--- src/rtl/mlfq_pkg.sv ---
package mlfq_pkg;
  localparam int unsigned DefThreads = 8;
  localparam int unsigned DefLevels  = 4;
endpackage

--- src/rtl/mlfq_level_table.sv ---
module mlfq_level_table #(
  parameter int unsigned N  = 8,
  parameter int unsigned L  = 4,
  parameter int unsigned IW = 3,
  parameter int unsigned LW = 2
) (
  input  logic                 clk_i,
  input  logic                 rst_ni,
  input  logic [N-1:0]         admit_i,
  input  logic                 upd_en_i,
  input  logic [IW-1:0]        upd_id_i,
  input  logic                 upd_demote_i,
  output logic [N-1:0][LW-1:0] levels_o
);
  localparam logic [LW-1:0] Bottom = LW'(L - 1);

  for (genvar t = 0; t < N; t++) begin : g_thr
    logic hit;
    assign hit = upd_en_i && (upd_id_i == IW'(t));

    always_ff @(posedge clk_i or negedge rst_ni) begin
      if (!rst_ni) levels_o[t] <= '0;
      else if (admit_i[t]) levels_o[t] <= '0;
      else if (hit) begin
        if (upd_demote_i) levels_o[t] <= (levels_o[t] == Bottom) ? Bottom : levels_o[t] + 1'b1;
        else              levels_o[t] <= (levels_o[t] == '0) ? '0 : levels_o[t] - 1'b1;
      end
    end

    // level only moves on a release/expiry of this thread or an admit
    a_r8_level_hold: assert property (@(posedge clk_i) disable iff (!rst_ni)
      (!admit_i[t] && !hit) |=> $stable(levels_o[t]));
    // demotion is a single step when not at the bottom
    a_r3_demote_step: assert property (@(posedge clk_i) disable iff (!rst_ni)
      (hit && upd_demote_i && !admit_i[t] && levels_o[t] != Bottom)
      |=> levels_o[t] == $past(levels_o[t]) + 1'b1);
    // admit wins
    a_r9_admit_top: assert property (@(posedge clk_i) disable iff (!rst_ni)
      admit_i[t] |=> levels_o[t] == '0);
  end
endmodule

--- src/rtl/mlfq_picker.sv ---
module mlfq_picker #(
  parameter int unsigned N  = 8,
  parameter int unsigned L  = 4,
  parameter int unsigned IW = 3,
  parameter int unsigned LW = 2
) (
  input  logic [N-1:0]         ready_i,
  input  logic [N-1:0][LW-1:0] levels_i,
  input  logic [L-1:0][IW-1:0] rr_i,
  output logic                 found_o,
  output logic [IW-1:0]        pick_id_o,
  output logic [LW-1:0]        pick_lvl_o
);
  always_comb begin
    found_o    = 1'b0;
    pick_id_o  = '0;
    pick_lvl_o = '0;
    for (int l = 0; l < L; l++) begin
      for (int k = 0; k < N; k++) begin
        int idx;
        idx = (int'(rr_i[l]) + k) % N;
        if (!found_o && ready_i[idx] && levels_i[idx] == LW'(l)) begin
          found_o    = 1'b1;
          pick_id_o  = IW'(idx);
          pick_lvl_o = LW'(l);
        end
      end
    end
  end
endmodule

--- src/rtl/mlfq_quantum.sv ---
module mlfq_quantum #(
  parameter int unsigned L  = 4,
  parameter int unsigned LW = 2,
  parameter int unsigned QW = 4
) (
  input  logic          clk_i,
  input  logic          rst_ni,
  input  logic          load_i,
  input  logic [LW-1:0] load_lvl_i,
  input  logic          run_i,
  input  logic          tick_i,
  output logic          expire_o
);
  logic [QW-1:0] left_q;

  assign expire_o = run_i && tick_i && (left_q == QW'(1));

  always_ff @(posedge clk_i or negedge rst_ni) begin
    if (!rst_ni)                    left_q <= '0;
    else if (load_i)                left_q <= QW'(1) << load_lvl_i;
    else if (run_i && tick_i && left_q != QW'(1)) left_q <= left_q - 1'b1;
  end

  // a running thread never holds an empty quantum
  a_r3_quantum_nonzero: assert property (@(posedge clk_i) disable iff (!rst_ni)
    run_i |-> left_q != '0);
endmodule

--- src/rtl/mlfq_sched.sv ---
module mlfq_sched
  import mlfq_pkg::*;
#(
  parameter int unsigned NUM_THREADS = DefThreads,
  parameter int unsigned NUM_LEVELS  = DefLevels,
  localparam int unsigned IW = $clog2(NUM_THREADS),
  localparam int unsigned LW = $clog2(NUM_LEVELS)
) (
  input  logic                   clk_i,
  input  logic                   rst_ni,
  input  logic [NUM_THREADS-1:0] ready_i,
  input  logic                   yield_i,
  input  logic                   tick_i,
  input  logic [NUM_THREADS-1:0] admit_i,
  output logic                   run_valid_o,
  output logic [IW-1:0]          run_id_o,
  output logic [LW-1:0]          run_level_o
);
  localparam int unsigned QW = NUM_LEVELS;

  logic [NUM_THREADS-1:0][LW-1:0] levels;
  logic [NUM_LEVELS-1:0][IW-1:0]  rr_q;
  logic          cur_valid_q;
  logic [IW-1:0] cur_id_q;
  logic [LW-1:0] cur_lvl_q;
  logic          found, expire, release_run, timeout, dispatch;
  logic [IW-1:0] pick_id, next_ptr;
  logic [LW-1:0] pick_lvl;

  assign release_run = cur_valid_q && (yield_i || !ready_i[cur_id_q]);
  assign timeout     = expire && !release_run;
  assign dispatch    = !cur_valid_q && found;
  assign next_ptr    = (pick_id == IW'(NUM_THREADS - 1)) ? '0 : pick_id + 1'b1;

  mlfq_level_table #(.N(NUM_THREADS), .L(NUM_LEVELS), .IW(IW), .LW(LW)) u_levels (
    .clk_i, .rst_ni, .admit_i,
    .upd_en_i(release_run || timeout), .upd_id_i(cur_id_q), .upd_demote_i(timeout),
    .levels_o(levels)
  );

  mlfq_picker #(.N(NUM_THREADS), .L(NUM_LEVELS), .IW(IW), .LW(LW)) u_pick (
    .ready_i, .levels_i(levels), .rr_i(rr_q),
    .found_o(found), .pick_id_o(pick_id), .pick_lvl_o(pick_lvl)
  );

  mlfq_quantum #(.L(NUM_LEVELS), .LW(LW), .QW(QW)) u_quant (
    .clk_i, .rst_ni, .load_i(dispatch), .load_lvl_i(pick_lvl),
    .run_i(cur_valid_q), .tick_i, .expire_o(expire)
  );

  always_ff @(posedge clk_i or negedge rst_ni) begin
    if (!rst_ni) begin
      cur_valid_q <= 1'b0;
      cur_id_q    <= '0;
      cur_lvl_q   <= '0;
      rr_q        <= '0;
    end else if (dispatch) begin
      cur_valid_q    <= 1'b1;
      cur_id_q       <= pick_id;
      cur_lvl_q      <= pick_lvl;
      rr_q[pick_lvl] <= next_ptr;
    end else if (release_run || timeout) begin
      cur_valid_q <= 1'b0;
    end
  end

  assign run_valid_o = cur_valid_q;
  assign run_id_o    = cur_id_q;
  assign run_level_o = cur_lvl_q;

  logic higher_ready;
  always_comb begin
    higher_ready = 1'b0;
    for (int t = 0; t < NUM_THREADS; t++)
      if (ready_i[t] && levels[t] < pick_lvl) higher_ready = 1'b1;
  end

  a_r2_pick_ready: assert property (@(posedge clk_i) disable iff (!rst_ni)
    dispatch |-> ready_i[pick_id] && levels[pick_id] == pick_lvl);
  a_r5_no_higher: assert property (@(posedge clk_i) disable iff (!rst_ni)
    dispatch |-> !higher_ready);
  a_r7_hold_run: assert property (@(posedge clk_i) disable iff (!rst_ni)
    (cur_valid_q && !release_run && !timeout) |=> run_valid_o && $stable(run_id_o) && $stable(run_level_o));
  a_r4_release_idle: assert property (@(posedge clk_i) disable iff (!rst_ni)
    release_run |=> !run_valid_o);
  a_r8_idle: assert property (@(posedge clk_i) disable iff (!rst_ni)
    !(|ready_i) |=> !run_valid_o);
endmodule

--- config.mk ---
export PLATFORM = sky130hd
export DESIGN_NAME = mlfq_sched
export DESIGN_NICKNAME = d
export VERILOG_FILES = /design/src/rtl/mlfq_pkg.sv /design/src/rtl/mlfq_level_table.sv /design/src/rtl/mlfq_picker.sv /design/src/rtl/mlfq_quantum.sv /design/src/rtl/mlfq_sched.sv
export SDC_FILE = /design/constraint.sdc
export NUM_CORES = 1
export LEC_CHECK = 0
export BUFFER_PORTS_ARGS = -buffer_cell sky130_fd_sc_hd__buf_2
export CAP_MARGIN = 20
export CORE_MARGIN = 5
export CORE_UTILIZATION = 48
export DETAILED_ROUTE_END_ITERATION = 8
export PLACE_DENSITY = 0.77
export SLEW_MARGIN = 40
export SYNTH_ARGS = -nofsm -noshare
export SYNTH_HDL_FRONTEND = slang
export SYNTH_HIERARCHICAL = 1
export SYNTH_SLANG_ARGS = --single-unit
--- constraint.sdc ---
create_clock -name clk_i -period 11.13 [get_ports clk_i]
set_input_delay 1.113 -clock clk_i [delete_from_list [all_inputs] [get_ports clk_i]]
set_output_delay 1.113 -clock clk_i [all_outputs]
set_load 0.03 [all_outputs]
# Word level (Yosys, flattened, before mapping)
# Index checks and enable logic that the tools add are counted.
# Widths: inputs -> output; s select.
totals:
  wordCells: 547
  regBits: 38
  in_bits: 20
classes:
  n_mux: 266
  n_lt_le_gt_ge: 35
  reduce_logical: 141
  n_eq_ne: 42
  add_sub_neg: 46
  shift: 1
op_table:
  columns: ["cell", "n"]
  rows:
  - ["$bmux 2 s3", 32]
  - ["$mux 2", 88]
  - ["$lt 3x4->1 const B", 33]
  - ["$mux 3", 34]
  - ["$bmux 1 s3", 33]
  - ["$logic_and 1x1->1", 78]
  - ["$mux 1", 75]
  - ["$add 3x3->3 const B", 16]
  - ["$eq 2x2->1 const B", 24]
  - ["$logic_not 1->1", 34]
  - ["$logic_not 2->1", 16]
  - ["$add 3x2->3 const B", 8]
  - ["$reduce_bool 2->1", 10]
  - ["$add 2x1->2 const B", 8]
  - ["$eq 2x1->1 const B", 8]
  - ["$sub 2x1->2 const B", 8]
  - ["$add 3x1->3 const B", 5]
  - ["$eq 3x3->1 const B", 5]
  - ["$bwmux 12", 1]
  - ["$mux 4", 2]
  - ["$demux 3 s2", 1]
  - ["$eq 3x2->1 const B", 2]
  - ["$eq 4x1->1 const B", 1]
  - ["$ne 4x1->1 const B", 1]
  - ["other kinds (7)", 8]

# Longest topological paths before layout
# Gate-level depths: netlist (run 1).
logic_depth:
  ltp_word: 134
  ltp_mapped: 19
  depth_no_buf: 16

# Hierarchy
# Netlist (run 1), hierarchy kept.
modules_own_cells:
  columns: ["module", "area_each_um2", "seq_area_each_um2", "instances", "cells_each"]
  rows:
  - ["mlfq_picker", 4411.7, 0.0, 1, 581]
  - ["mlfq_level_table", 900.9, 400.4, 1, 97]
  - ["mlfq_sched", 849.6, 450.4, 1, 70]
  - ["mlfq_quantum", 292.8, 100.1, 1, 32]

# Worst setup path before layout (run 1)
# Ideal clock, no wire load.
synth_path:
  path_type: "input port to flip-flop"
  start: "input ready_i[2]"
  end: "register rr_q[2] (netlist bit)"
  required_ps: 11005
  path_slack_ps: 6211
  arrival_time_ps: 4795
  cell_stages: 15
  n_path_buf: 2
  setup_ps: 125
  path_cell_list: "buf_2 nor4b_1 a31oi_2 nand2_1 mux4_2 or4b_1 buf_4 nor4_4 nand3_2 o311ai_2 a21oi_1 a211o_1 ha_1 ha_1 mux2_2"
synth_rtl:
  columns: ["element", "line_no", "text"]
  rows:
  - ["from (decl)", "mlfq_sched.sv:11", "input logic [NUM_THREADS-1:0] ready_i,"]
  - ["$bmux 1 s3", "mlfq_picker.sv:22", "if (!found_o && ready_i[idx] && levels_i[idx] == LW'(l)) begin"]
  - ["$mux 1 (not written as such)", "mlfq_picker.sv:22", null]
  - ["$logic_and 1x1->1", "mlfq_picker.sv:22", null]
  - ["$mux 1", "mlfq_picker.sv:22", null]
  - ["$logic_not 1->1", "mlfq_picker.sv:22", null]
  - ["$logic_and 1x1->1 (2 in series)", "mlfq_picker.sv:22", null]
  - ["$mux 1", "mlfq_picker.sv:22", null]
  - ["$logic_not 1->1", "mlfq_picker.sv:22", null]
  - ["[115 not listed]", null, null]
  - ["$logic_not 1->1", "mlfq_picker.sv:22", null]
  - ["$logic_and 1x1->1 (2 in series)", "mlfq_picker.sv:22", null]
  - ["$mux 3 (*)", "mlfq_picker.sv:22", null]
  - ["via pick_id[1]", "mlfq_sched.sv:27", "logic [IW-1:0] pick_id, next_ptr;"]
  - ["$add 3x1->3 / $eq 3x3->1 (equally long branches)", "mlfq_sched.sv:33", "assign next_ptr = (pick_id == IW'(NUM_THREADS - 1)) ? '0 : pick_id + 1'b1;"]
  - ["$mux 3 (*)", "mlfq_sched.sv:33", null]
  - ["via next_ptr[2]", "mlfq_sched.sv:27", null]
  - ["$bwmux 12 (*)", "mlfq_sched.sv:61", "rr_q[pick_lvl] <= next_ptr;"]
  - ["to (signal, indexed assignment)", "mlfq_sched.sv:61", null]
  - ["to (decl)", "mlfq_sched.sv:22", "logic [NUM_LEVELS-1:0][IW-1:0] rr_q;"]
# Mark *: on every way through the listed nets, which the timed path passes. The rest lies on a longest branch. The select of a mux whose other input is x is not followed.
# A chain may end at the register's enable or synchronous reset.

# Worst setup path in the final report (run 1)
layout_path:
  start: "register rr_q[4] (netlist bit)"
  end: "register rr_q[7] (netlist bit)"
layout_rtl:
  columns: ["element", "line_no"]
  rows:
  - ["parallel branches: the longest is 96 deep, another holds $add 3x1->3", null]
  - ["$mux 3 (*)", "mlfq_picker.sv:22"]
  - ["via pick_id[1]", "mlfq_sched.sv:27"]
  - ["$add 3x1->3 / $eq 3x3->1 (equally long branches)", "mlfq_sched.sv:33"]
  - ["$mux 3 (*)", "mlfq_sched.sv:33"]
  - ["$bwmux 12 (*)", "mlfq_sched.sv:61"]
# Mark *: on every way through the listed nets, which the timed path passes. The select of a mux whose other input is x is not followed.

==> impl_metrics.toml, run 1 <==
[detailed_routing]
detailroute.via_count = 6758
residual_drc_count = 0
first_pass_iters = 7
drt-total-wl_mm = 20.8
drt-initial-drc-count = 935
vias_per_cell = 7.12
count_of_nets_left_with_antenna_violations_after_detail_routing = 0
drt-wirelength-per-cell_um = 21.9

[clocking]
ctsHoldBuffers = 0
cts_post_setup_buffers_inserted = 0
postCtsResizedCells = 0
clock_latency_ns = 0.28
cts_inserted_buffers = 5
clock_tree.root_cell = "sky130_fd_sc_hd__clkbuf_16"
clock_path_buffers = 2
htree_num_levels = 2
tritoncts = "built"
cts_sinks = 38
clk_pin_slew_ns = 0.06

[finish]
final-seq-area_um2 = 951
nets_final = 804
fillCellCount = 1246
mostFrequentLayoutCell = "sky130_fd_sc_hd__nand2_1"
synthToLayoutAreaGrowth_pct = 5.62
mostFrequentLayoutCells = "69 x sky130_fd_sc_hd__nand2_1, 64 x sky130_fd_sc_hd__nor2_1, 43 x sky130_fd_sc_hd__mux2i_1"
antenna_cells = 0
multiInputGateArea_mm2 = 0.00516
drive_above_1_share_pct = 17.5

[critical_path]
critPathMaxFanout = 23
cp_max_delay_cell = "sky130_fd_sc_hd__dfrtp_1"
critPathMaxStageDelay_ns = 0.85
timing.critical_path.mode_cell = "sky130_fd_sc_hd__ha_1"
worst-endpoint-required_ns = 11.35
startpoint_type = "register"
crit_path_end_kind = "register"
timing.setup.critical_path_class = "register to register"
cp.arrival_ns = 6.41
timing.critical_path.cells = "clkinv_1 > ha_1 > inv_2 > a211oi_1 > o21ai_0 > a211oi_1 > nand4_1 > nor4_4 > nand3_2 > o311ai_2 > a21oi_1 > a211o_1 > ha_1 > ha_1 > nor2b_1 > mux2_2"

[flow_run]
maxCapViolCount = 0

[placed_design]
hpwl_mm = 14.9
pre_cts_slack_ns = 5.13
routabilityCongestion = 0.976
placement.io_buffers = 25

[synth]
synth.ff_latch_count = 38
most_common_flop_cell_mapped_by_yosys = "sky130_fd_sc_hd__dfrtp_1"
synth.yosys.warnings = 6
postSynthCellCount = 780
async_reset_ff_share_pct = 100
mappedNetlistNets = 812
synth_enable_flop_cells = 0
share_of_synthesized_area_occupied_by_flip_flops_and_latches_pct = 14.7
syn-mean-instance-area_um2 = 8.28
mappedNetlistArea_mm2 = 0.00645
synth_cell_type_count = 92

[die]
floorplan.io_pins = 26
initial_utilization_pct = 48.9
die_y_um = 126
fp.coreArea_mm2 = 0.0132
placementRows = 42
dieArea_mm2 = 0.0159
die_width_um = 126

[global_routing]
grt.total_usage_pct = 25.0
wire_length_of_the_first_global_routing_pass_mm = 32.9
globalRoute.totalOverflow = 0
grt_start_max_net_pins = 39
antenna_found_initial = 0
number_of_global_route_vias_before_repair = 6352

[power]
pwr-share-comb_pct = 72.9
sw_frac_of_total_pct = 53.6
clock_power_share_pct = 10.9
cellInternalPower_uw = 803
total_switching_power_uw = 929
power.leakage_uw = 0.00258
vdd_ir_drop_max_mv = 0.185
cellPowerDensity_mw_per_mm2 = 254
share_seq_of_total_power_pct = 16.2

[timing]
peak_clock_frequency_supported_by_timing_ghz = 0.162
finalHoldViolations = 0
min_period_over_period_pct = 55.6
min_period_ns = 6.18
finClkSkew_ns = 0.00347
postLayoutSetupSlackWorst_ns = 4.95
slew_headroom_pct = 45.0
final_max_slew_viol_count = 0
max_slew.worst_pin.slew_ns = 0.822
worst_hold_slack_ns = 0.506
rsz_0062_raised_after_global_routing = "false"
setup_total_neg_slack_ns = 0
timing.final.setup_violations = 0

[outcome]
outcome = "finished clean"

[hold_path]
class_of_the_most_critical_hold_timing_path = "register to register"
-- metal layers --
metal	global-route usage, %	wire, um
met1	34.0	8380
met2	39.4	9410
met3	4.36	2120
met4	10.2	851
met5	0	0
-- critical path: cells and delay by family, from the launching register on --
family / cells / cell delay, ns
flip-flops: 1 / 0.85
AO/OA/AOI/OAI: 6 / 1.85
AND/OR/NAND/NOR: 4 / 1.46
multiplexers: 1 / 0.21
buffers and inverters: 2 / 0.66
adder cells (fa/ha/maj): 3 / 1.07
-- cell usage after synthesis, drive strengths merged, types with 9 or more instances --
library cell,n,share of area (%)
nand2,69,4.0
nor2,64,3.7
mux2i,43,6.7
o21ai,41,3.2
dfrtp,38,15
a21oi,37,2.9
mux4,36,13
inv,28,1.6
nand3,26,2.1
buf,24,2.1
mux2,24,4.2
clkbuf,21,1.2
nand3b,20,2.5
nor3,17,1.3
nand2b,14,1.4
a31oi,13,1.4
a211oi,12,1.5
ha,12,2.3
nor4,11,1.5
a21o,9,1.0
and2,9,0.87
nor2b,9,0.87
o211ai,9,1.0
or2,9,0.87
-- worst paths after layout --
path / start / end / slack (ns) / cells after the start
min: run_level_o[1] / run_level_o[1] / 0.51 / 2
max: rr_q[4] / rr_q[7] / 4.95 / 16
max reg2reg: rr_q[4] / rr_q[7] / 4.95 / 16
min reg2reg: run_level_o[1] / run_level_o[1] / 0.51 / 2
min in group asynchronous: rst_ni / u_quant/left_q[3] / 0.80 / 1
max in group asynchronous: rst_ni / u_levels/levels_o[2] / 9.99 / 1
-- sequential cells by signal, summed over array words and instances (netlist names) --
name and count:
run_id_o 3, u_levels/levels_o 16, run_level_o 2, u_quant/left_q 4, rr_q 12, run_valid_o 1
-- cells by family (layout without fill, tap and decap cells) --
logic type               after synthesis  in the layout  synth area share (%)
XOR/XNOR                              15             15                  2.15
multiplexers                         103            103                  23.5
adder cells (fa/ha/maj)               15             15                  2.79
AO/OA/AOI/OAI                        212            212                  23.0
buffers and inverters                 78             71                  5.27
AND/OR/NAND/NOR                      319            319                  28.6
flip-flops                            38             38                  14.7
-- power by group through the flow --
stage	combinational [uW]	sequential, uW	clock [uW]
final	1260	281	189
after global routing	1360	288	196
after CTS	1220	275	191
after detailed placement	1220	278	0
after global placement	1200	277	0
after floorplan	984	229	0
-- cell type report --
cell class	instances	share of cell area, %
inverters	33	1.82
multi-input cells	664	75.7
well taps	176	3.23
clock inverters	3	1.01
clock buffers	5	1.84
repair buffers	30	2.42
flip-flops and latches	38	13.9
-- metrics by stage --
| stage | instances | utilization [%] | total power (uW) | instance area [um2] |
|---|---|---|---|---|
| after floorplan | 780 | - | 1210 | 6450 |
| after global placement | 941 | 50.2 | 1480 | 6620 |
| after detailed placement | 941 | 50.2 | 1500 | 6620 |
| after CTS | 949 | 51.7 | 1690 | 6820 |
| after global routing | 949 | 51.7 | 1840 | 6820 |
| final | 949 | 51.7 | 1730 | 6820 |
Note: power is estimated with default switching activity, not from simulation.
==> run 2, diff against run 1 <==
--- a/config.mk
+++ b/config.mk
@@ -10,7 +10,7 @@
 export CORE_MARGIN = 5
 export CORE_UTILIZATION = 48
 export DETAILED_ROUTE_END_ITERATION = 8
-export PLACE_DENSITY = 0.77
+export PLACE_DENSITY = 0.79
 export SLEW_MARGIN = 40
 export SYNTH_ARGS = -nofsm -noshare
 export SYNTH_HDL_FRONTEND = slang
==> constraint.sdc (replaced) <==
create_clock -name clk_i -period 5.3 [get_ports clk_i]
set_input_delay 0.53 -clock clk_i [delete_from_list [all_inputs] [get_ports clk_i]]
set_output_delay 0.53 -clock clk_i [all_outputs]
set_load 0.03 [all_outputs]
==> run 2 against run 1 <==
Sequential power grew 81%. Setup slack lost 4.7 ns. Clock skew rose by 0.0050 ns. Largest power group unchanged. Sequential cell count did not move. Via count up 1.6%. First-iteration DRC count rose by 9.1%. Design area increased by 3.8%. Cell count rose by 3.0%.
==> impl_metrics.toml, run 2 (synthesis results as in run 1) <==
[finish]
antenna_cells = 0
mostFrequentLayoutCell = "sky130_fd_sc_hd__nand2_1"
fillCellCount = 1215
drive_above_1_share_pct = 21.1
largestRegisters = "u_levels/levels_o x16, rr_q x12, u_quant/left_q x4"
nets_final = 832
mostFrequentLayoutCells = "69 x sky130_fd_sc_hd__nand2_1, 64 x sky130_fd_sc_hd__nor2_1, 43 x sky130_fd_sc_hd__mux2i_1"
largest_register_ffs = 16
largest-register = "u_levels/levels_o"
synthToLayoutAreaGrowth_pct = 9.59
final_core_utilization_pct = 53.6

[global_routing]
wire_length_of_the_first_global_routing_pass_mm = 33.8
globalRoute.totalOverflow = 0
number_of_global_route_vias_before_repair = 6460
antenna_found_initial = 0
grt.total_usage_pct = 25.6
grt_start_max_net_pins = 26

[clocking]
clock_path_buffers = 2
cts_inserted_buffers = 5
cts_sinks = 38
htree_num_levels = 2
clock_tree.root_cell = "sky130_fd_sc_hd__clkbuf_16"
clk_pin_slew_ns = 0.07
clock_latency_ns = 0.28
tritoncts = "built"
ctsHoldBuffers = 0

[critical_path]
timing.critical_path.cells = "nor2_1 > a31oi_2 > nand2_1 > mux4_2 > or4b_1 > a2111oi_1 > a311oi_1 > o2111ai_1 > nor2_1 > o31ai_1 > ha_1 > ha_1 > mux2_2"
cp.buffers_inverters = 0
timing.setup.critical_path_class = "register to register"
critPathMaxStageDelay_ns = 0.76
cp_top_family = "compound AO/OA/AOI/OAI gates"
cp.arrival_ns = 5.18
critPathMaxFanout = 12
length_in_cells_of_the_worst_reg_to_reg_path = 13
worstSetupPathDepth = 13
crit_path_end_kind = "register"
startpoint_type = "register"
r2r_setup_slk_ns = 0.29
worst-endpoint-required_ns = 5.47
worstReg2RegStart = "u_levels/levels_o[6]"
r2r_end = "rr_q[8]"
cp_max_delay_cell = "sky130_fd_sc_hd__or4b_1"

[timing]
min_period_over_period_pct = 94.6
final_max_slew_viol_count = 0
slew_headroom_pct = 45.0
finalHoldViolations = 0
peak_clock_frequency_supported_by_timing_ghz = 0.199
setup_total_neg_slack_ns = 0
max_slew.worst_pin.slew_ns = 0.817
finClkSkew_ns = 0.00843
min_period_ns = 5.01
timing.final.setup_violations = 0
rsz_0062_raised_after_global_routing = "false"

[detailed_routing]
detailroute.via_count = 6867
count_of_nets_left_with_antenna_violations_after_detail_routing = 0
first_pass_iters = 6
vias_per_cell = 7.03
drt-initial-drc-count = 1020
drt-total-wl_mm = 21.1
drt-wirelength-per-cell_um = 21.5
residual_drc_count = 0

[power]
pwr-share-comb_pct = 76.0
cellInternalPower_uw = 1780
power.leakage_uw = 0.00274
vdd_ir_drop_max_mv = 0.349
total_switching_power_uw = 1980
sw_frac_of_total_pct = 52.7
clock_power_share_pct = 10.4
cellPowerDensity_mw_per_mm2 = 532
share_seq_of_total_power_pct = 13.6

[hold_path]
class_of_the_most_critical_hold_timing_path = "input port to asynchronous set/reset pin"

[die]
dieArea_mm2 = 0.0159
initial_utilization_pct = 48.9
placementRows = 42
die_width_um = 126
floorplan.io_pins = 26
fp.coreArea_mm2 = 0.0132
die_y_um = 126

[placed_design]
routabilityCongestion = 1.02
hpwl_mm = 15.5
placement.io_buffers = 25

[flow_run]
maxCapViolCount = 0

[outcome]
outcome = "finished clean"
-- run 2: cell count changes in the layout (fill, tap and decap cells not counted), moves of 2 or more --
cell                      previous run  this run
sky130_fd_sc_hd__buf_4               6        32
sky130_fd_sc_hd__ha_1               12         9
sky130_fd_sc_hd__ha_2                0         3
sky130_fd_sc_hd__o32ai_1             4         2
sky130_fd_sc_hd__o32ai_2             0         2
-- run 2: worst max-delay path by stage --
stage / from / to / slack, ns
5_1_grt: rr_q[4] / rr_q[4] / 0.07
3_3_place_gp: ready_i[5] / rr_q[2] / 0.31
4_1_cts: rr_q[0] / rr_q[4] / 0.22
2_1_floorplan: rr_q[1] / rr_q[8] / 0.50
6_report: u_levels/levels_o[6] / rr_q[8] / 0.29
3_5_place_dp: rr_q[0] / rr_q[1] / 0.23
-- run 2: area by class of cell --
type / count / area, um2 / area share, %
inverter: 33 / 124 / 1.75
tap: 176 / 220 / 3.11
sequential: 38 / 951 / 13.4
multi-input combinational: 664 / 5190 / 73.4
clock buffer: 5 / 125 / 1.77
timing repair buffer: 58 / 393 / 5.55
clock inverter: 3 / 68.8 / 0.973
-- run 2: repair_timing --
action	in CTS	in global routing
gates resized for setup	0	7
endpoints found under the setup margin	0	14
setup buffers	0	2
-- run 2: routing by layer --
layer  wire length (um)  share of wire, %  GRT usage [%]  vias to the layer above
met3               1980               9.4           4.49                      105
li1                   -                 -              -                     3086
met2               9210                44           39.7                      459
met4               1100               5.2           11.1                        0
met1               8770                42           35.1                     3217
met5                  0                 0              0                        -
-- run 2: stage by stage --
step                      area, um2  hold WS [ns]  worst slack (ns)  std cells  power (uW)
final                          7070         0.205             0.285        977        3760
after global routing           7070         0.237            0.0749        977        4000
after CTS                      7030         0.221             0.221        975        3640
after detailed placement       6840         0.505             0.231        967        3230
after global placement         6810         0.476             0.310        966        3210
after floorplan                6450         0.234             0.502        780        2550
-- run 2: power groups by stage --
stage               clock network (uW)  logic [uW]  registers (uW)
floorplan                            0        2070             481
global placement                     0        2710             504
detailed placement                   0        2720             507
CTS                                394        2750             503
global route                       407        3070             521
finish                             392        2860             510
-- run 2: worst reg2reg max path: stages, from the launching register on --
cell	delay, ns
sky130_fd_sc_hd__dfrtp_1	0.72
sky130_fd_sc_hd__nor2_1	0.22
sky130_fd_sc_hd__a31oi_2	0.33
sky130_fd_sc_hd__nand2_1	0.10
sky130_fd_sc_hd__mux4_2	0.56
sky130_fd_sc_hd__or4b_1	0.76
sky130_fd_sc_hd__a2111oi_1	0.63
sky130_fd_sc_hd__a311oi_1	0.10
sky130_fd_sc_hd__o2111ai_1	0.27
sky130_fd_sc_hd__nor2_1	0.08
sky130_fd_sc_hd__o31ai_1	0.36
sky130_fd_sc_hd__ha_1	0.22
sky130_fd_sc_hd__ha_1	0.27
sky130_fd_sc_hd__mux2_2	0.29
